--- src/rtl/colour_arb_pkg.sv ---
package colour_arb_pkg;
  // outcome of arbitrating the winning transfer request in a cycle
  typedef enum logic [1:0] {
    DEC_IDLE = 2'd0,
    DEC_TAKE = 2'd1,
    DEC_DROP = 2'd2
  } arb_dec_e;
endpackage

--- src/rtl/cau_pick.sv ---
module cau_pick #(
  parameter int unsigned N_STAGES = 4
) (
  input  logic [N_STAGES-1:0] req,
  output logic [N_STAGES-1:0] win_oh,
  output logic                any
);
  // highest index wins: later iterations overwrite earlier ones
  always_comb begin
    win_oh = '0;
    for (int k = 0; k < N_STAGES; k++) begin
      if (req[k]) begin
        win_oh    = '0;
        win_oh[k] = 1'b1;
      end
    end
  end

  assign any = |req;
endmodule

--- src/rtl/cau_check.sv ---
module cau_check #(
  parameter int unsigned N_STAGES = 4
) (
  input  logic [N_STAGES-1:0]          win_oh,
  input  logic [N_STAGES*N_STAGES-1:0] req_colour,
  input  logic [N_STAGES-1:0]          held_colour,
  output logic                         pass
);
  logic [N_STAGES-1:0] stale;

  for (genvar k = 0; k < N_STAGES; k++) begin : g_stage
    localparam logic [N_STAGES-1:0] HI_MASK = N_STAGES'({N_STAGES{1'b1}} << (k + 1));
    assign stale[k] = |((req_colour[k*N_STAGES +: N_STAGES] ^ held_colour) & HI_MASK);
  end

  assign pass = |(win_oh & ~stale);
endmodule

--- src/rtl/cau_issue.sv ---
module cau_issue #(
  parameter int unsigned ADDR_W   = 16,
  parameter int unsigned N_STAGES = 4
) (
  input  logic                clk,
  input  logic                rst_n,
  input  logic                load,
  input  logic [ADDR_W-1:0]   load_addr,
  input  logic [N_STAGES-1:0] load_colour,
  output logic                slot_free,
  output logic                out_valid,
  input  logic                out_ready,
  output logic [ADDR_W-1:0]   out_addr,
  output logic [N_STAGES-1:0] out_colour
);
  assign slot_free = !out_valid || out_ready;

  always_ff @(posedge clk) begin
    if (!rst_n) begin
      out_valid  <= 1'b0;
      out_addr   <= '0;
      out_colour <= '0;
    end else if (slot_free) begin
      out_valid <= load;
      if (load) begin
        out_addr   <= load_addr;
        out_colour <= load_colour;
      end
    end
  end

  AST_BEAT_HELD: assert property (@(posedge clk) disable iff (!rst_n)
    out_valid && !out_ready |=> out_valid && $stable(out_addr) && $stable(out_colour));
endmodule

--- src/rtl/colour_arb_unit.sv ---
module colour_arb_unit
  import colour_arb_pkg::*;
#(
  parameter int unsigned N_STAGES = 4,
  parameter int unsigned ADDR_W   = 16
) (
  input  logic                         clk,
  input  logic                         rst_n,
  input  logic                         pc_valid,
  output logic                         pc_ready,
  input  logic [ADDR_W-1:0]            pc_addr,
  output logic                         pc_load,
  output logic [ADDR_W-1:0]            pc_load_addr,
  input  logic [N_STAGES-1:0]          xfer_valid,
  input  logic [N_STAGES*ADDR_W-1:0]   xfer_addr,
  input  logic [N_STAGES*N_STAGES-1:0] xfer_colour,
  output logic                         xfer_ready,
  output logic [N_STAGES-1:0]          xfer_accept,
  output logic [N_STAGES-1:0]          xfer_reject,
  output logic                         fetch_valid,
  input  logic                         fetch_ready,
  output logic [ADDR_W-1:0]            fetch_addr,
  output logic [N_STAGES-1:0]          fetch_colour
);
  logic [N_STAGES-1:0] held_colour;
  logic [N_STAGES-1:0] win_oh;
  logic                win_any;
  logic                win_pass;
  logic                slot_free;
  arb_dec_e            win_dec;
  logic                take;
  logic [ADDR_W-1:0]   sel_addr;
  logic [N_STAGES-1:0] sel_colour;
  logic                iss_load;
  logic [ADDR_W-1:0]   iss_addr;
  logic [N_STAGES-1:0] iss_colour;

  cau_pick #(.N_STAGES(N_STAGES)) i_pick (
    .req    (xfer_valid),
    .win_oh (win_oh),
    .any    (win_any)
  );

  cau_check #(.N_STAGES(N_STAGES)) i_check (
    .win_oh      (win_oh),
    .req_colour  (xfer_colour),
    .held_colour (held_colour),
    .pass        (win_pass)
  );

  // winning request's payload
  always_comb begin
    sel_addr   = '0;
    sel_colour = '0;
    for (int k = 0; k < N_STAGES; k++) begin
      if (win_oh[k]) begin
        sel_addr   = xfer_addr[k*ADDR_W +: ADDR_W];
        sel_colour = xfer_colour[k*N_STAGES +: N_STAGES];
      end
    end
  end

  always_comb begin
    if (!slot_free || !win_any) win_dec = DEC_IDLE;
    else if (win_pass)          win_dec = DEC_TAKE;
    else                        win_dec = DEC_DROP;
  end

  assign take         = (win_dec == DEC_TAKE);
  assign xfer_ready   = slot_free;
  assign xfer_accept  = take ? win_oh : '0;
  assign xfer_reject  = slot_free ? (xfer_valid & ~xfer_accept) : '0;
  assign pc_ready     = slot_free && !take;
  assign pc_load      = take;
  assign pc_load_addr = sel_addr;

  assign iss_load   = take || (pc_valid && pc_ready);
  assign iss_addr   = take ? sel_addr : pc_addr;
  assign iss_colour = take ? sel_colour : held_colour;

  always_ff @(posedge clk) begin
    if (!rst_n)    held_colour <= '0;
    else if (take) held_colour <= sel_colour;
  end

  cau_issue #(.ADDR_W(ADDR_W), .N_STAGES(N_STAGES)) i_issue (
    .clk         (clk),
    .rst_n       (rst_n),
    .load        (iss_load),
    .load_addr   (iss_addr),
    .load_colour (iss_colour),
    .slot_free   (slot_free),
    .out_valid   (fetch_valid),
    .out_ready   (fetch_ready),
    .out_addr    (fetch_addr),
    .out_colour  (fetch_colour)
  );

  AST_ACK_DISJOINT: assert property (@(posedge clk) disable iff (!rst_n)
    (xfer_accept & xfer_reject) == '0);
  AST_ACK_COVERS: assert property (@(posedge clk) disable iff (!rst_n)
    xfer_ready |-> ((xfer_accept | xfer_reject) == xfer_valid));
  AST_SINGLE_WINNER: assert property (@(posedge clk) disable iff (!rst_n)
    $onehot0(xfer_accept));
  AST_DEEPEST_TAKEN: assert property (@(posedge clk) disable iff (!rst_n)
    xfer_valid[N_STAGES-1] && xfer_ready |-> xfer_accept[N_STAGES-1]);
  AST_TARGET_ISSUED: assert property (@(posedge clk) disable iff (!rst_n)
    (|xfer_accept) |=> fetch_valid && fetch_addr == $past(pc_load_addr));
  AST_PC_PREEMPT: assert property (@(posedge clk) disable iff (!rst_n)
    (|xfer_accept) |-> !pc_ready && pc_load);
  AST_QUIET_STALL: assert property (@(posedge clk) disable iff (!rst_n)
    fetch_valid && !fetch_ready |-> !xfer_ready && !pc_ready && xfer_accept == '0 && xfer_reject == '0);
endmodule

--- config.mk ---
export PLATFORM = sky130hd
export DESIGN_NAME = colour_arb_unit
export DESIGN_NICKNAME = d
export VERILOG_FILES = /design/src/rtl/colour_arb_pkg.sv /design/src/rtl/cau_pick.sv /design/src/rtl/cau_check.sv /design/src/rtl/cau_issue.sv /design/src/rtl/colour_arb_unit.sv
export SDC_FILE = /design/constraint.sdc
export NUM_CORES = 1
export LEC_CHECK = 0
export ABC_AREA = 1
export BUFFER_PORTS_ARGS = -buffer_cell sky130_fd_sc_hd__buf_2
export CAP_MARGIN = 10
export CORE_AREA = 2 2 75 77
export DETAILED_ROUTE_END_ITERATION = 10
export DIE_AREA = 0 0 77 79
export HOLD_SLACK_MARGIN = 0.15
export PLACE_DENSITY_LB_ADDON = 0.15
export SYNTH_ARGS = -nofsm -noshare
export SYNTH_HDL_FRONTEND = slang
export SYNTH_SLANG_ARGS = --single-unit
--- constraint.sdc ---
create_clock -name clk -period 1.7 [get_ports clk]
set_input_delay 0.17 -clock clk [delete_from_list [all_inputs] [get_ports clk]]
set_output_delay 0.17 -clock clk [all_outputs]
set_load 0.1 [all_outputs]
## Yosys cells after proc, flatten, opt, wreduce, memory -nomap -nowiden

Cells that the tools add are included.

| storage, ports and cells | value |
|---|---|
| register bits after elaboration | 25 |
| latch bits | 0 |
| RAM bits | 0 |
| bits in read-only memories | 0 |
| input port bits | 104 |
| output and inout bits | 48 |
| memories | 0 |

| cells by class | value |
|---|---|
| add/subtract/negate cells | 0 |
| multiply operators | 0 |
| divide/modulo/power cells | 0 |
| magnitude comparators | 0 |
| equality and inequality tests | 1 |
| shift-type cells | 0 |
| mux-type cells | 18 |
| bitwise operators | 7 |
| reduce and logical (&&, ||, !) cells | 14 |

Operators by type and width:

| cell | count |
|---|---|
| two-way mux 16 bit | 5 |
| two-way mux 4 bit | 8 |
| bitwise XOR 4 bit | 3 |
| AND 4 bit | 2 |
| OR reduction 4 bit | 2 |
| two-way mux 2 bit | 3 |
| logical NOT 1 bit | 4 |
| NOT 3 -> 4 bit | 1 |
| NOT 4 bit | 1 |
| logical OR 1 bit | 3 |
| two-way mux 3 bit | 1 |
| OR reduction 3 bit | 1 |
| == test 2 x 1 -> 1 bit (second input constant) | 1 |
| logical AND 1 bit | 2 |
| AND reduction 2 bit | 1 |
| OR reduction 2 bit | 1 |
| two-way mux 1 bit | 1 |

## Depth between registers and ports, before layout

Gate-level depths: netlist (run 1).

| logic depth | value |
|---|---|
| word-level depth | 14 |
| mapped depth | 12 |

## By module

From an unflattened synthesis (run 1), not the netlist that was laid out.

| second synthesis, totals | value |
|---|---|
| cell total of the unflattened synthesis | 455 |
| area, all modules | 2441.1 sq um |

Modules (own cells, without submodules):

| module | times used | cells each | area each (sq um) | sequential area each (sq um) |
|---|---|---|---|---|
| colour_arb_unit | 1 | 276 | 1255.0 | 80.1 |
| cau_issue | 1 | 136 | 1002.2 | 420.4 |
| cau_check | 1 | 31 | 135.1 | 0.0 |
| cau_pick | 1 | 12 | 48.8 | 0.0 |

## Least setup slack after synthesis (run 1)

OpenSTA, ideal clock, no wires.

| timing | value |
|---|---|
| path type | register to output |
| from | reg i_issue.out_valid |
| to | out pc_ready |
| data arrival time | 3238 ps |
| required time | 1530 ps |
| setup slack | -1708 ps |
| cell stages (with the launch flop) | 7 |
| buffers on the path | 0 |
| cell sequence | dfxtp_1 > inv_1 > nor2_1 > a31oi_2 > nand2_2 > inv_1 > nor2_1 |

| between the ends | value |
|---|---|
| word-level cells in the longest chain between the ends | 8 |

Ends and longest elaborated chain:

| what | line | source |
|---|---|---|
| start: declaration | cau_issue.sv:11 | `output logic out_valid,` |
| start signal: assignment | cau_issue.sv:24 | `out_valid <= load;` |
| logical NOT 1 bit | cau_issue.sv:16 | `assign slot_free = !out_valid \|\| out_ready;` |
| logical OR 1 bit | cau_issue.sv:16 |  |
| logical NOT 1 bit | colour_arb_unit.sv:64 | `if (!slot_free \|\| !win_any) win_dec = DEC_IDLE;` |
| logical OR 1 bit | colour_arb_unit.sv:64 |  |
| two-way mux 2 bit | colour_arb_unit.sv:64 |  |
| == test 2 x 1 -> 1 bit | colour_arb_unit.sv:69 | `assign take = (win_dec == DEC_TAKE);` |
| net pc_load | colour_arb_unit.sv:12 | `output logic pc_load,` |
| logical NOT 1 bit | colour_arb_unit.sv:73 | `assign pc_ready = slot_free && !take;` |
| logical AND 1 bit | colour_arb_unit.sv:73 |  |
| end: declaration | colour_arb_unit.sv:10 | `output logic pc_ready,` |

The timed path passes the listed nets, and every way through them passes these cells.

## Worst setup path in the final report (run 1)

| timing | value |
|---|---|
| from | reg held_colour[3] |
| to | out xfer_reject[0] |

| between the ends | value |
|---|---|
| word-level cells in the longest chain between the ends | 12 |
| elaborated cells on any way between the ends | 15 |
| classes of those cells | eq/ne (1); mux (4); bitwise (7); reduce/logical (3) |

Ends and longest elaborated chain:

| what | line | source |
|---|---|---|
| start: declaration | colour_arb_unit.sv:25 | `logic [N_STAGES-1:0] held_colour;` |
| start signal: assignment | colour_arb_unit.sv:83 | `else if (take) held_colour <= sel_colour;` |
| bitwise XOR 4 bit | cau_check.sv:13 | `assign stale[k] = \|((req_colour[k*N_STAGES +: N_STAGES] ^ held_colour) & HI_MASK);` |
| OR reduction 3 bit / OR reduction 2 bit (equally long branches) | cau_check.sv:13 |  |
| NOT 3 -> 4 bit (*) | cau_check.sv:16 | `assign pass = \|(win_oh & ~stale);` |
| AND 4 bit (*) | cau_check.sv:16 |  |
| OR reduction 4 bit (*) | cau_check.sv:16 |  |
| two-way mux 2 bit (*) | colour_arb_unit.sv:65 | `else if (win_pass) win_dec = DEC_TAKE;` |
| two-way mux 2 bit (*) | colour_arb_unit.sv:64 |  |
| == test 2 x 1 -> 1 bit (*) | colour_arb_unit.sv:69 |  |
| two-way mux 4 bit (*) | colour_arb_unit.sv:71 | `assign xfer_accept = take ? win_oh : '0;` |
| NOT 4 bit (*) | colour_arb_unit.sv:72 | `assign xfer_reject = slot_free ? (xfer_valid & ~xfer_accept) : '0;` |
| AND 4 bit (*) | colour_arb_unit.sv:72 |  |
| two-way mux 4 bit (*) | colour_arb_unit.sv:72 |  |
| end: declaration | colour_arb_unit.sv:19 | `output logic [N_STAGES-1:0] xfer_reject,` |

Mark *: on every way between the ends. The rest lies on a longest branch, timed or not.

==> results.ini, run 1 <==
[logic_synthesis]
synth_top_cells_by_area=sky130_fd_sc_hd__nand2_1 29%, sky130_fd_sc_hd__dfxtp_1 24%, sky130_fd_sc_hd__inv_1 7.2%
synth-async-reset-ratio_pct=0
post_syn_area_per_cell_um2=5.527
postSynthNetCount=480
yosysWarnings=0
post-synth-top-count-cell=sky130_fd_sc_hd__nand2_1
synth.distinct_cells=22
fraction_of_post_synthesis_cell_area_in_the_top_cell_type_by_area_pct=29.44
synth_cells=376
part_of_the_yosys_area_used_for_sequential_elements_pct=24.08
number_of_synthesized_flops_with_an_enable_pin=0
yosys.area.top_type=sky130_fd_sc_hd__nand2_1
synth.ff_latch_count=25
synth.cell_area_um2=2078
synth_top_flop_cell=sky130_fd_sc_hd__dfxtp_1
synth_common_cells=163 x sky130_fd_sc_hd__nand2_1, 40 x sky130_fd_sc_hd__inv_1, 31 x sky130_fd_sc_hd__nor2_1

[placement]
placed_standard_cell_area_um2=3401
placement.setup.worst_slack_ns=0.02193
hpwlAfterDp_um=5821
port_buffers=150
routabilityCongestion=0.8569

[route]
wl_um=7445
avgViaCountPerCell=4.744
drt_first_pass_iters=4
drc=0
antenna_left=0
route.detailed.wl_per_inst_um=12.37
dr_total_vias=2856
detail_route.iter0.violations=91

[power]
pwr-share-seq_pct=24.1
power.share.switching_pct=51.87
switching_power_mw=1.462
power.density_nw_per_um2=800.8
p_int_mw=1.356
p_leak_nw=1.938
ir_drop_mv=0.5027
part_of_the_power_in_combinational_logic_pct=63.3
clock_power_share_pct=12.7

[die]
die_h_um=79
chipWidth_um=77
num_rows=27
initial_utilization_pct=38.94
coreArea_um2=5338
io-pin-count=152
dieArea_um2=6083

[timing]
final.period_utilization_pct=112.1
timing.final.hold_violations=0
min_cycle_time_layout_ns=1.905
fmax_ghz=0.5249
rsz0062_at_grt=yes
fin_ws_ns=-0.2051
max_slew_violation_count=0
clock_skew_ns=0.004300
setup-tns-final_ns=-1.267
final-setup-viol-count=9

[status]
failed_checks=negative setup slack
run_status=complete, but fails checks

[global_route]
first_pass_grt_wire_length_um=12140
grt_antenna_before_repair=0
globalRoute.totalOverflow=0
grtUsageTotal_pct=24.15
grt_max_degree=23
number_of_global_route_vias_before_repair=2720

[worst_setup_path]
criticalPathCategory=flip-flop to primary output
worstPathRequired_ns=1.53
cpPeakStageDelay_ns=0.37
cp.arrival_ns=1.74
critical_path.cell_chain=inv_4, nand2_2, nand3_2, nand2_1, inv_1, nand3_2, nand2_2, clkinvlp_4, nand2_2, nand3_4, clkinvlp_4, buf_12
critical_path.max_fanout=5
worst_path_max_delay_cell=sky130_fd_sc_hd__dfxtp_4
worstSetupEndpointType=primary output
timing.critical_path.from_type=flip-flop
cpMostUsedCell=sky130_fd_sc_hd__nand2_2

[cells_and_area]
n_antenna_cell=0
post_route_cells_drive_above_1_share_pct=42.64
fin_area_um2=3520
area_delta_synth_final_pct=69.36
fillerInstances=524
finalNetCount=635
finalCoreUtilization_pct=65.94

[clock_tree]
cts-root-buf=sky130_fd_sc_hd__clkbuf_8
cts_max_path_buffers=2
clkSlewWorstSetupHoldPaths_ns=0.09
cts_htree_levels=1
cts-buffers-inserted=3
cts_tree=built
numClockSinks=25
worstSkewPairLatency_ns=0.27

[run]
max_cap_viol_count=0

[hold_path]
hold_crit_class=input pin to flip-flop

==> logic make-up after synthesis <==
family	after synthesis	share of synthesized area (%)
AO/OA/AOI/OAI	8	2.408
other	1	0.1804
AND/OR/NAND/NOR	279	60.57
XOR/XNOR	1	0.4215
flip-flops	25	24.08
buffers and inverters	62	12.34
==> power groups by stage <==
stage	Clock, mW	Sequential, mW	Combinational, mW
global route	0.393	0.687	1.89
detailed placement	0	0.690	1.76
CTS	0.362	0.679	1.78
global placement	0	0.688	1.75
floorplan	0	1.08	0.819
finish	0.357	0.679	1.78
==> critical path, delay by kind of cell (launching register included) <==
family / cells / cell delay (ns)
simple gates: 7 / 0.56
buf+inv: 5 / 0.52
flops: 1 / 0.37
==> through the flow <==
stage | hold WS, ns | instances | power (mW)
2_1_floorplan | 0.2963 | 376 | 1.897
3_3_place_gp | 0.4585 | 595 | 2.438
3_5_place_dp | 0.4677 | 595 | 2.453
4_1_cts | 0.2871 | 601 | 2.816
5_1_grt | 0.3120 | 602 | 2.967
6_report | 0.2837 | 602 | 2.818
==> worst paths after layout <==
kind | to | slack (ns) | cells after the start | startpoint
max | xfer_reject[0] | -0.21 | 12 | held_colour[3]$_SDFF_PN0_
max reg2reg | i_issue.out_colour[0]$_SDFFE_PN0P_ | 0.12 | 11 | held_colour[3]$_SDFF_PN0_
min | i_issue.out_addr[15]$_SDFFE_PN0P_ | 0.28 | 6 | pc_addr[15]
min reg2reg | held_colour[0]$_SDFF_PN0_ | 0.48 | 2 | held_colour[0]$_SDFF_PN0_
==> sequential cells by signal (all words and copies together) (netlist names) <==
signal / cells
i_issue.out_addr: 16
i_issue.out_colour: 4
held_colour: 4
i_issue.out_valid: 1
==> per-layer routing <==
layer  wire length [um]  vias to the layer above  part of all wire [%]  GRT usage, %
met3                530                       12                   7.1         4.091
met1               3081                     1252                    41         28.11
met2               3722                      122                    50         46.40
li1                   -                     1470                     -             -
met4                110                        0                   1.5         5.000
met5                  0                        -                     0             0
==> layout make-up <==
type / count / area, um2 / area share (%)
clock buffer: 4 / 45.04 / 1.280
multi-input combinational: 289 / 1391 / 39.53
sequential: 25 / 510.5 / 14.50
inverter: 41 / 173.9 / 4.941
tap: 72 / 90.09 / 2.560
timing repair buffer: 171 / 1309 / 37.18
==> cell usage in the layout, fill, tap and decap left out, drive strengths merged <==
cell type,instances
clkinvlp,4
nand3b,20
xnor2,1
clkbuf,4
buf,171
nand2,164
nand4,18
a21oi,6
or2,16
nand3,28
conb,1
inv,37
a31oi,1
nor3,1
nor2,32
a21boi,1
dfxtp,25
==> what timing repair did <==
| action | 4_1_cts | 5_1_grt |
|---|---|---|
| buffers inserted | 2 | 2 |
| pin swaps | 6 | 6 |
| endpoints found under the setup margin | 8 | 13 |
| hold buffers | 0 | 0 |
| resized for setup | 12 | 10 |
(Power assumes the default switching activity.)
==> inputs of run 2 (changes only) <==
--- a/config.mk
+++ b/config.mk
@@ -8,11 +8,13 @@
 export ABC_AREA = 1
 export BUFFER_PORTS_ARGS = -buffer_cell sky130_fd_sc_hd__buf_2
 export CAP_MARGIN = 10
-export CORE_AREA = 2 2 75 77
+export CELL_PAD_IN_SITES_DETAIL_PLACEMENT = 1
+export CELL_PAD_IN_SITES_GLOBAL_PLACEMENT = 1
+export CORE_AREA = 2 2 95 97
 export DETAILED_ROUTE_END_ITERATION = 10
-export DIE_AREA = 0 0 77 79
+export DIE_AREA = 0 0 97 99
 export HOLD_SLACK_MARGIN = 0.15
-export PLACE_DENSITY_LB_ADDON = 0.15
+export PLACE_DENSITY = 0.89
 export SYNTH_ARGS = -nofsm -noshare
 export SYNTH_HDL_FRONTEND = slang
 export SYNTH_SLANG_ARGS = --single-unit
==> results.ini, run 2 (synthesis gave the netlist of run 1 again) <==
[timing]
min_cycle_time_layout_ns=1.958  ; +0.05252 ns
max_slew_violation_count=0  ; unchanged
rsz0062_at_grt=yes
final.period_utilization_pct=115.2  ; +3.1 points
fin_ws_ns=-0.2577  ; -0.05252 ns
pin_slew_with_the_least_headroom_to_its_limit_ns=0.5134
clock_skew_ns=0.01038  ; +0.006081 ns
timing.final.hold_violations=0  ; unchanged
fmax_ghz=0.5108  ; -2.7%
timing.hold.ws_ns=0.2853  ; +0.001547 ns
final-setup-viol-count=31  ; +22
maxSlewHeadroom_pct=66.01

[hold_path]
hold_depth=6  ; unchanged
hold_crit_class=input pin to flip-flop

[cells_and_area]
mostFrequentLayoutCell=sky130_fd_sc_hd__nand2_1
max_flop_register=i_issue.out_addr
fillerInstances=1115  ; +110%
max_ffs_per_register=16  ; unchanged
area_delta_synth_final_pct=86.15
multi_input_area_um2=1441  ; +3.6%
finalNetCount=646  ; +1.7%
top_regs=i_issue.out_addr x16, held_colour x4, i_issue.out_colour x4
fin_area_um2=3869  ; +9.9%
finalCoreUtilization_pct=45.24  ; -21 points
post_layout_nonfiller_instances=650  ; +8.0%
ff_latch_area_um2=508.0  ; -0.49%
layout.cells.most_common_list=150 x sky130_fd_sc_hd__nand2_1, 125 x sky130_fd_sc_hd__buf_2, 29 x sky130_fd_sc_hd__inv_1, 28 x sky130_fd_sc_hd__buf_12, 24 x sky130_fd_sc_hd__nor2_1
post_route_cells_drive_above_1_share_pct=46.03  ; +3.4 points

[power]
part_of_the_power_in_combinational_logic_pct=65.6  ; +2.3 points
clock_power_share_pct=12.1  ; -0.6 points
ir_drop_mv=0.3421  ; -32%
pwr-share-seq_pct=22.4  ; -1.7 points
totalPowerFinal_mw=3.051  ; +8.2%
p_int_mw=1.479  ; +9.1%
power.density_nw_per_um2=788.6  ; -1.5%
switching_power_mw=1.572  ; +7.5%
p_leak_nw=2.086  ; +7.6%
power.share.switching_pct=51.51  ; -0.36 points

[worst_setup_path]
criticalPathCategory=flip-flop to primary output
timing.critical_path.depth=12  ; unchanged
worst_path_max_delay_cell=sky130_fd_sc_hd__dfxtp_2
worst-path-buf-inv=5  ; unchanged
timing.critical_path.from_type=flip-flop
worst_path_dominant_cell_family=buffers and inverters
critical_path.cell_chain=buf_4, nand2_1, nand3_1, nand2_1, inv_1, nand3_2, nand2_4, clkinvlp_4, nand2_2, nand3_2, clkinvlp_4, buf_12
critical_path.max_fanout=4  ; -1
cpPeakStageDelay_ns=0.36  ; about the same
rr_worst_depth=16  ; +5
cp.arrival_ns=1.79  ; +0.05 ns
worstSetupEndpointType=primary output
worstPathRequired_ns=1.53  ; about the same

[clock_tree]
cts-root-buf=sky130_fd_sc_hd__clkbuf_8
clkSlewWorstSetupHoldPaths_ns=0.10  ; about the same
cts-buffers-inserted=3  ; unchanged
cts_htree_levels=1  ; unchanged
numClockSinks=25  ; unchanged
worstSkewPairLatency_ns=0.28  ; about the same
cts_max_path_buffers=2  ; unchanged
cts_tree=built
post_cts_hold_buffer_count=0  ; unchanged

[route]
antenna_left=0  ; unchanged
m1WireLength_um=4056  ; +32%
avgViaCountPerCell=4.757  ; +0.27%
detail_route.iter0.violations=42  ; -54%
route.detailed.wl_per_inst_um=15.54  ; +26%
met3WireLength_um=685  ; +29%
drc=0  ; unchanged
top_layer=met4
dr_total_vias=3092  ; +8.3%
drt_first_pass_iters=4  ; unchanged
wl_met2_um=5096  ; +37%
wl_um=10100  ; +36%

[die]
io-pin-count=152  ; unchanged
chipWidth_um=97  ; +26%
die_h_um=99  ; +25%
initial_utilization_pct=24.30  ; -15 points
coreArea_um2=8551  ; +60%
dieArea_um2=9603  ; +58%
num_rows=34  ; +26%

[global_route]
grtUsageTotal_pct=20.45  ; -3.7 points
grt_antenna_before_repair=0  ; unchanged
first_pass_grt_wire_length_um=16130  ; +33%
grt_max_degree=23  ; unchanged
number_of_global_route_vias_before_repair=3318  ; +22%
globalRoute.totalOverflow=0  ; unchanged

[placement]
port_buffers=150  ; unchanged
placed_standard_cell_area_um2=3446  ; +1.3%
routabilityCongestion=0.8284  ; -3.3%
hpwlAfterDp_um=7704  ; +32%
post-place-cells=631  ; +6.1%

[run]
max_cap_viol_count=0  ; unchanged

[status]
run_status=complete, but fails checks
failed_checks=negative setup slack

[run 2: changes by cell type in the layout (fill, tap and decap cells not counted), sizes merged]
cell / previous run / this run
clkbuf: 4 / 7
buf: 171 / 178
clkinv: 0 / 1
diode: 0 / 1
[run 2: area by class of cell]
class	instances	area share (%)
inverters	41	4.495
repair buffers	182	40.36
diodes	1	0.06468
clock inverters	1	0.1294
clock buffers	3	1.067
flip-flops and latches	25	13.13
well taps	108	3.493
multi-input cells	289	37.26
[run 2: timing repair]
| item | CTS | global route |
|---|---|---|
| setup buffers | 4 | 5 |
| pin swaps | 11 | 9 |
| gates resized for setup | 19 | 24 |
| cloned | 3 | 4 |
| endpoints found under the setup margin | 20 | 37 |
| endpoints found under the hold margin | 0 | 0 |
[run 2: worst min-delay path, cell delays in order]
cell	delay (ns)
sky130_fd_sc_hd__buf_2	0.07
sky130_fd_sc_hd__or2_2	0.09
sky130_fd_sc_hd__nand2_1	0.04
sky130_fd_sc_hd__nand2_1	0.05
sky130_fd_sc_hd__inv_1	0.04
sky130_fd_sc_hd__nor2_1	0.08
[run 2: stage by stage]
step / setup TNS [ns] / setup WS [ns]
2_1_floorplan: -14.79 / -0.6059
3_3_place_gp: 0 / 0.08398
3_5_place_dp: -0.4874 / -0.1262
4_1_cts: -4.331 / -0.2409
5_1_grt: -8.106 / -0.3600
6_report: -4.840 / -0.2577
[run 2: worst paths after layout]
| path | from | endpoint | slack (ns) |
|---|---|---|---|
| setup / recovery | held_colour[3]$_SDFF_PN0_ | xfer_reject[1] | -0.26 |
| setup reg to reg | held_colour[3]$_SDFF_PN0_ | i_issue.out_addr[13]$_SDFFE_PN0P_ | -0.21 |
| hold reg to reg | held_colour[0]$_SDFF_PN0_ | held_colour[0]$_SDFF_PN0_ | 0.50 |
| hold / removal | pc_addr[2] | i_issue.out_addr[2]$_SDFFE_PN0P_ | 0.29 |
[run 2: layer usage]
metal | global-route usage, % | vias to the layer above
met2 | 38.46 | 132
met1 | 22.65 | 1438
met4 | 5.742 | 0
met5 | 0 | -
li1 | - | 1500
met3 | 5.390 | 22
[run 2: power by group through the flow]
stage | clock network [mW] | registers, mW | logic [mW]
after floorplan | 0 | 1.08 | 0.819
after global placement | 0 | 0.687 | 1.77
after detailed placement | 0 | 0.693 | 1.80
after CTS | 0.386 | 0.681 | 1.92
after global routing | 0.410 | 0.690 | 2.11
final | 0.368 | 0.682 | 2.00
